--- src/rtl/spc_ctl_pkg.sv ---
package spc_ctl_pkg;
  typedef enum logic [3:0] {
    K_NONE,
    K_LD_IA,
    K_LD_RA,
    K_LD_AI,
    K_LD_AR,
    K_RETN,
    K_RETI,
    K_IM0,
    K_IM1,
    K_IM2,
    K_BAD
  } kind_e;

  localparam int unsigned FL_S  = 7;
  localparam int unsigned FL_Z  = 6;
  localparam int unsigned FL_H  = 4;
  localparam int unsigned FL_PV = 2;
  localparam int unsigned FL_N  = 1;
  localparam int unsigned FLW   = 8;
endpackage

--- src/rtl/spc_ctl_decode.sv ---
module spc_ctl_decode
  import spc_ctl_pkg::*;
#(
  parameter bit ALIAS_EN = 1'b1
) (
  input  logic       exec_vld,
  input  logic [7:0] op_byte,
  output kind_e      kind
);
  kind_e alias_kind;

  // Undecoded encodings: either mapped onto their documented twins or rejected.
  generate
    if (ALIAS_EN) begin : g_alias
      always_comb begin
        unique case (op_byte)
          8'h55, 8'h5D, 8'h65, 8'h6D, 8'h75, 8'h7D: alias_kind = K_RETN;
          8'h4E, 8'h66, 8'h6E:                      alias_kind = K_IM0;
          8'h76:                                    alias_kind = K_IM1;
          8'h7E:                                    alias_kind = K_IM2;
          default:                                  alias_kind = K_BAD;
        endcase
      end
    end else begin : g_noalias
      assign alias_kind = K_BAD;
    end
  endgenerate

  always_comb begin
    if (!exec_vld) begin
      kind = K_NONE;
    end else begin
      unique case (op_byte)
        8'h47:   kind = K_LD_IA;
        8'h4F:   kind = K_LD_RA;
        8'h57:   kind = K_LD_AI;
        8'h5F:   kind = K_LD_AR;
        8'h45:   kind = K_RETN;
        8'h4D:   kind = K_RETI;
        8'h46:   kind = K_IM0;
        8'h56:   kind = K_IM1;
        8'h5E:   kind = K_IM2;
        default: kind = alias_kind;
      endcase
    end
  end
endmodule

--- src/rtl/spc_ctl_spreg.sv ---
module spc_ctl_spreg
  import spc_ctl_pkg::*;
#(
  parameter int unsigned DW  = 8,
  parameter int unsigned IMW = 2
) (
  input  logic          clk,
  input  logic          rst_n,
  input  kind_e         kind,
  input  logic [DW-1:0] acc_in,
  input  logic          iff2_in,
  output logic [DW-1:0] i_q,
  output logic [DW-1:0] r_q,
  output logic [DW-1:0] r_seen,
  output logic [IMW-1:0] im_q,
  output logic          iff1_q
);
  localparam int unsigned RCW = DW - 1;

  logic [DW-1:0]  i_d, r_d;
  logic [IMW-1:0] im_d;
  logic           iff1_d;
  logic           adv;

  assign adv    = (kind != K_NONE) && (kind != K_BAD);
  assign r_seen = {r_q[DW-1], r_q[RCW-1:0] + {{(RCW-1){1'b0}}, 1'b1}};

  always_comb begin
    i_d    = i_q;
    r_d    = r_q;
    im_d   = im_q;
    iff1_d = iff1_q;
    if (adv) r_d = r_seen;
    unique case (kind)
      K_LD_IA: i_d    = acc_in;
      K_LD_RA: r_d    = acc_in;
      K_RETN:  iff1_d = iff2_in;
      K_IM0:   im_d   = IMW'(0);
      K_IM1:   im_d   = IMW'(1);
      K_IM2:   im_d   = IMW'(2);
      default: ;
    endcase
  end

  always_ff @(posedge clk or negedge rst_n) begin
    if (!rst_n) begin
      i_q    <= '0;
      r_q    <= '0;
      im_q   <= '0;
      iff1_q <= 1'b0;
    end else if (adv) begin
      i_q    <= i_d;
      r_q    <= r_d;
      im_q   <= im_d;
      iff1_q <= iff1_d;
    end
  end
endmodule

--- src/rtl/spc_ctl_result.sv ---
module spc_ctl_result
  import spc_ctl_pkg::*;
#(
  parameter int unsigned DW = 8
) (
  input  logic           clk,
  input  logic           rst_n,
  input  kind_e          kind,
  input  logic [DW-1:0]  i_q,
  input  logic [DW-1:0]  r_seen,
  input  logic           iff2_in,
  output logic [DW-1:0]  acc_q,
  output logic [FLW-1:0] flags_q,
  output logic           acc_we_q,
  output logic           pop_q,
  output logic           bad_q
);
  logic [DW-1:0]  val;
  logic [FLW-1:0] fl_d;
  logic           load_a, pop_d, bad_d;

  assign load_a = (kind == K_LD_AI) || (kind == K_LD_AR);
  assign pop_d  = (kind == K_RETN) || (kind == K_RETI);
  assign bad_d  = (kind == K_BAD);
  assign val    = (kind == K_LD_AI) ? i_q : r_seen;

  always_comb begin
    fl_d        = '0;
    fl_d[FL_S]  = val[DW-1];
    fl_d[FL_Z]  = (val == '0);
    fl_d[FL_H]  = 1'b0;
    fl_d[FL_N]  = 1'b0;
    fl_d[FL_PV] = iff2_in;
  end

  always_ff @(posedge clk or negedge rst_n) begin
    if (!rst_n) begin
      acc_q   <= '0;
      flags_q <= '0;
    end else if (load_a) begin
      acc_q   <= val;
      flags_q <= fl_d;
    end
  end

  always_ff @(posedge clk or negedge rst_n) begin
    if (!rst_n) begin
      acc_we_q <= 1'b0;
      pop_q    <= 1'b0;
      bad_q    <= 1'b0;
    end else begin
      acc_we_q <= load_a;
      pop_q    <= pop_d;
      bad_q    <= bad_d;
    end
  end
endmodule

--- src/rtl/spc_ctl_exec.sv ---
module spc_ctl_exec
  import spc_ctl_pkg::*;
#(
  parameter int unsigned DW       = 8,
  parameter int unsigned IMW      = 2,
  parameter bit          ALIAS_EN = 1'b1,
  parameter int unsigned SYNC_N   = 2
) (
  input  logic           clk,
  input  logic           rst_n,
  input  logic           exec_vld,
  input  logic [7:0]     op_byte,
  input  logic [DW-1:0]  acc_in,
  input  logic           iff2_in,
  output logic [DW-1:0]  acc_out,
  output logic           acc_we,
  output logic [DW-1:0]  i_out,
  output logic [DW-1:0]  r_out,
  output logic [IMW-1:0] im_out,
  output logic           iff1_out,
  output logic [FLW-1:0] flags_out,
  output logic           flags_we,
  output logic           pop_req,
  output logic           bad_op
);
  logic [SYNC_N-1:0] rst_pipe;
  logic              rst_sync_n;
  kind_e             kind;
  logic [DW-1:0]     r_seen;

  always_ff @(posedge clk or negedge rst_n) begin
    if (!rst_n) rst_pipe <= '0;
    else        rst_pipe <= {rst_pipe[SYNC_N-2:0], 1'b1};
  end
  assign rst_sync_n = rst_pipe[SYNC_N-1];

  spc_ctl_decode #(.ALIAS_EN(ALIAS_EN)) u_dec (
    .exec_vld (exec_vld),
    .op_byte  (op_byte),
    .kind     (kind)
  );

  spc_ctl_spreg #(.DW(DW), .IMW(IMW)) u_spreg (
    .clk     (clk),
    .rst_n   (rst_sync_n),
    .kind    (kind),
    .acc_in  (acc_in),
    .iff2_in (iff2_in),
    .i_q     (i_out),
    .r_q     (r_out),
    .r_seen  (r_seen),
    .im_q    (im_out),
    .iff1_q  (iff1_out)
  );

  spc_ctl_result #(.DW(DW)) u_res (
    .clk      (clk),
    .rst_n    (rst_sync_n),
    .kind     (kind),
    .i_q      (i_out),
    .r_seen   (r_seen),
    .iff2_in  (iff2_in),
    .acc_q    (acc_out),
    .flags_q  (flags_out),
    .acc_we_q (acc_we),
    .pop_q    (pop_req),
    .bad_q    (bad_op)
  );

  assign flags_we = acc_we;
endmodule

--- config.mk ---
export PLATFORM = sky130hd
export DESIGN_NAME = spc_ctl_exec
export DESIGN_NICKNAME = d
export VERILOG_FILES = /design/src/rtl/spc_ctl_pkg.sv /design/src/rtl/spc_ctl_decode.sv /design/src/rtl/spc_ctl_spreg.sv /design/src/rtl/spc_ctl_result.sv /design/src/rtl/spc_ctl_exec.sv
export SDC_FILE = /design/constraint.sdc
export NUM_CORES = 1
export LEC_CHECK = 0
export BUFFER_PORTS_ARGS = -buffer_cell sky130_fd_sc_hd__buf_2
export CORE_ASPECT_RATIO = 0.75
export CORE_MARGIN = 4
export CORE_UTILIZATION = 47
export CTS_BUF_LIST = sky130_fd_sc_hd__clkbuf_8
export CTS_CLUSTER_DIAMETER = 80
export DETAILED_ROUTE_END_ITERATION = 7
export GPL_TIMING_DRIVEN = 0
export MAX_ROUTING_LAYER = met4
export PLACE_DENSITY = 0.81
export SKIP_CTS_REPAIR_TIMING = 1
export SLEW_MARGIN = 15
export SYNTH_ARGS = -nofsm -noshare
export SYNTH_HDL_FRONTEND = slang
export SYNTH_SLANG_ARGS = --single-unit
--- constraint.sdc ---
create_clock -name clk -period 1 [get_ports clk]
set_input_delay 0.2 -clock clk [delete_from_list [all_inputs] [get_ports clk]]
set_output_delay 0.2 -clock clk [all_outputs]
set_load 0.1 [all_outputs]
# [Word level (Yosys, flattened, before mapping)]
# Cells that the tools add are included.
[totals] regBits=35 input_bits=20 output_inout_bits=39
[classes] add_sub_neg=1 n_eq_ne=31 mux=6 n_reduce_logical=12
[op_table] cell="8-bit by 7-bit equality test with 1-bit output, second input constant" n=20
[op_table] cell="4-bit one-hot mux with 9 select lines" n=1
[op_table] cell="4-bit by 3-bit equality test with 1-bit output, second input constant" n=4
[op_table] cell="4-bit one-hot mux with 4 select lines" n=1
[op_table] cell="4-bit equality test, second input constant" n=3
[op_table] cell="4-bit by 2-bit equality test with 1-bit output, second input constant" n=2
[op_table] cell="8-bit zero test" n=1
[op_table] cell="8-bit two-way mux" n=1
[op_table] cell="2-bit AND reduction" n=4
[op_table] cell="7-bit by 1-bit adder with 7-bit output, second input constant" n=1
[op_table] cell="7-bit two-way mux" n=1
[op_table] cell="2-bit one-hot mux with 3 select lines" n=1
[op_table] cell="6-bit OR reduction" n=1
[op_table] cell="4-bit by 1-bit equality test with 1-bit output, second input constant" n=1
[op_table] cell="4-bit two-way mux" n=1
[op_table] cell="4-bit != test, second input constant" n=1
[op_table] cell="4-bit nonzero test" n=1
[op_table] cell="3-bit nonzero test" n=1
[op_table] cell="3-bit OR reduction" n=1
[op_table] cell="1-bit logical OR" n=2
[op_table] cell="1-bit logical AND" n=1

# [Logic depth before layout (Yosys ltp)]
[logic_depth] ltp_word=8 depth_mapped=7

# [By module]
# Synthesis repeated with hierarchy kept, for this count alone.
[hier_totals] hier_cells=190 area_unflattened_um2=1945.6
[by_module_without_submodules] mod="spc_ctl_spreg" instances=1 cells_per_inst=89 area_per_inst_um2=954.7
[by_module_without_submodules] mod="spc_ctl_result" instances=1 cells_per_inst=63 area_per_inst_um2=689.4
[by_module_without_submodules] mod="spc_ctl_decode" instances=1 cells_per_inst=34 area_per_inst_um2=240.2
[by_module_without_submodules] mod="spc_ctl_exec" instances=1 cells_per_inst=4 area_per_inst_um2=61.3

# [Least setup slack after synthesis]
# No wires, ideal clock.
[synth_path] path_kind="flip-flop to flip-flop" from="reg u_spreg.r_q[0]" to="reg u_res.flags_q[6]" setup_ps=82 t_arrival_ps=2500 path_slack_ps=-1582 path_stages_with_launch=7 n_path_buf=0 path_cell_list="dfrtp_1 -> ha_1 -> nand3_1 -> xnor2_1 -> nor4_1 -> or4b_1 -> a22oi_2"
[synth_between] elab_chain_len=3
[synth_lines] element="start, declared" line="spc_ctl_spreg.sv:13" text="output logic [DW-1:0] r_q,"
[synth_lines] element="start signal, assigned" line="spc_ctl_spreg.sv:53" text="r_q <= r_d;"
[synth_lines] element="7-bit by 1-bit adder with 7-bit output" line="spc_ctl_spreg.sv:26" text="assign r_seen = {r_q[DW-1], r_q[RCW-1:0] + {{(RCW-1){1'b0}}, 1'b1}};"
[synth_lines] element="8-bit two-way mux" line="spc_ctl_result.sv:25" text="assign val = (kind == K_LD_AI) ? i_q : r_seen;"
[synth_lines] element="8-bit zero test" line="spc_ctl_result.sv:30" text="fl_d[FL_Z] = (val == '0);"
[synth_lines] element="end signal, assigned" line="spc_ctl_result.sv:42" text="flags_q <= fl_d;"
[synth_lines] element="end, declared" line="spc_ctl_result.sv:13" text="output logic [FLW-1:0] flags_q,"
# Every way passes these cells.
# A chain may end at the register's enable or synchronous reset.

# [Final worst setup path]
# Same ends and word-level chain as after synthesis.

==> metrics.csv <==
metric,value,unit
antenna_found_initial,0,
r2r_cells,7,
place_congestion,0.9068,
design.die.area,4967,sq um
die_h,62.05,um
placementRows,19,
yosys-top-cells-count,"34 x dfrtp_1, 22 x nand2_1, 17 x o21ai_0",
pwr_density_cell,1553,nW/um^2
grt_max_degree,33,
synth_warnings,0,
post-route-drc-count,0,
wire_per_inst,25.67,um
tightest_slew,701.0,ps
setup_viol,65,
dp.cells,288,
finalNetCount,300,
p_clk_share,19.7,%
r2r_slack,-1160,ps
synth-main-ff-cell,dfrtp_1,
start_kind,flip-flop,
internal_power,3093,uW
relSlewSlack,53.27,%
cts_sinks,34,
port_buffers,51,
synth_area,1831,sq um
fillerInstances,96,
routed_wirelength,8522,um
seqPwrFrac,32.5,%
use_met1,25.45,%
grt_busiest_layer,met2,
vias_per_cell,6.476,
period_needed,2161,ps
grt_overflow,0,
clock_latency,300,ps
coreArea,3709,sq um
hold_viol_final,0,
worst-endpoint-arrival,2380,ps
switchingPower,2368,uW
max_freq,0.4628,GHz
placed_cell_area,2411,sq um
p_leak,0.001498,uW
syn_inst,181,
h-tree-depth,2,
synth_enable_flop_cells,0,
endpoint_kind,flip-flop,
yosysSeqAreaShare,46.48,%
holdCritPathClass,in -> reg,
yosys.cell_count.top_type,dfrtp_1,
layout.cells.non_filler,332,
setup_ws,-1161,ps
diodes,0,
swShare,43.36,%
fin_crit_sh,216.1,%
setup-tns-final,-19930,ps
vdd_ir_drop_max,2.280,mV
ys_ff_latch,34,
dp_hpwl,3379,um
crit_required,1220,ps
via_count,2150,
skew,14.48,ps
maxCapViolations,0,
layout-drive-gt1-share,67.14,%
grt_pass1_wl,6768,um
stdcell_area,3516,sq um
syn_to_final_growth,92.07,%
ys_async_sr_fraction,100.0,%
grt_pass1_vias,1405,
cts_made_buffers,5,
slew_viol_final,0,
synth_top_area_cell,dfrtp_1,
pin_count,59,
synthTopCellsByArea,"dfrtp_1 46%, mux2i_1 7.7%, mux2_2 6.8%",
synth_top_area_share,46.48,%
combPwrFrac,47.8,%
start_util,49.36,%
track_usage,18.68,%
worst-setup-path-type,reg -> reg,
rsz0062_at_grt,yes,
violations,setup timing,
die_width,80.06,um
clock_path_buffers,2,
grtUsageMet3,4.323,%
cts_tree,built,
outcome,"complete, but fails checks",
ant_nets,0,
globalRouteMet2Util,27.59,%
synth.distinct_cells,43,
syn_area_per_cell,10.11,sq um
root_buffer,clkbuf_8,
drt_iter0_markers,289,
first_pass_iters,5,
worst-path-max-fanout,4,
hold_path_depth,3,
cts.clk_slew.worst_paths,70,ps
## layout make-up
cell class | count | area, sq um | area share, %
buffer | 15 | 171.4 | 4.875
clock buffer | 6 | 82.58 | 2.349
clock inverter | 2 | 7.507 | 0.2135
inverter | 2 | 7.507 | 0.2135
multi-input combinational | 134 | 1177 | 33.49
sequential | 34 | 905.9 | 25.77
tap | 52 | 65.06 | 1.851
timing repair buffer | 87 | 1099 | 31.25
## cell families after synthesis
group           synth area share (%)
compound gates                 11.96
xor+xnor                       3.349
simple gates                   17.36
buf+inv                        5.331
flops                          46.48
fa+ha+maj                     0.6834
other cells                   0.4103
mux                            14.42
## power groups by stage
| stage | combinational [uW] | sequential, uW | clock (uW) |
|---|---|---|---|
| 3_3_place_gp | 1710 | 1730 | 0 |
| 5_1_grt | 2660 | 1790 | 1130 |
| 4_1_cts | 1730 | 1710 | 1030 |
| 2_1_floorplan | 541 | 2590 | 0 |
| 3_5_place_dp | 1730 | 1730 | 0 |
| 6_report | 2610 | 1780 | 1080 |
## final timing paths
path / to / startpoint
setup / recovery: u_res.flags_q[6] / u_spreg.r_q[0]
hold / removal: u_spreg.r_q[0] / acc_in[0]
setup reg to reg: u_res.flags_q[6] / u_spreg.r_q[0]
hold reg to reg: u_res.acc_q[3] / rst_pipe[1]
max in group asynchronous: u_spreg.r_q[2] / rst_pipe[1]
min in group asynchronous: rst_pipe[1] / rst_n
## per-stage QoR
step	util [%]	setup slack, ps	power [uW]	hold slack (ps)
floorplan	-	-1104	3127	-95.59
global placement	65.01	-1100	3438	-13.73
detailed placement	65.01	-1104	3463	-13.11
CTS	67.44	-1116	4471	-321.8
global route	94.80	-1194	5582	158.3
finish	94.80	-1161	5460	147.9
## layer usage
| layer | share of wire, % | vias to the layer above |
|---|---|---|
| li1 | - | 827 |
| met1 | 36 | 1057 |
| met2 | 48 | 196 |
| met3 | 9.8 | 70 |
| met4 | 6.0 | 0 |
| met5 | 0 | - |
## critical path: stages (launching register included)
cell and delay (ps):
dfrtp_4 530, ha_4 180, buf_4 150, nand3_1 110, xnor2_1 150, nor4_1 300
or4b_4 500, a22oi_2 160
## placed cells by master (no fill, tap or decap), drive strengths merged, types with 4 or more instances in the layout
cell type,netlist,final
conb,2,6
mux2,11,11
o21ai,17,17
xor2,5,5
a21oi,6,6
buf,11,100
nand3,5,5
dfrtp,34,34
nand2,23,23
nor2,7,7
inv,2,4
nor4,5,5
clkbuf,4,7
mux2i,14,14
## flip-flops by register name, summed over array words and instances, names as in the netlist, 2 cells and up
signal	flops
u_spreg.im_q	2
u_res.acc_q	8
u_res.flags_q	2
u_spreg.i_q	8
u_spreg.r_q	8
rst_pipe	2
No activity file was read; power rests on OpenSTA's default activity.
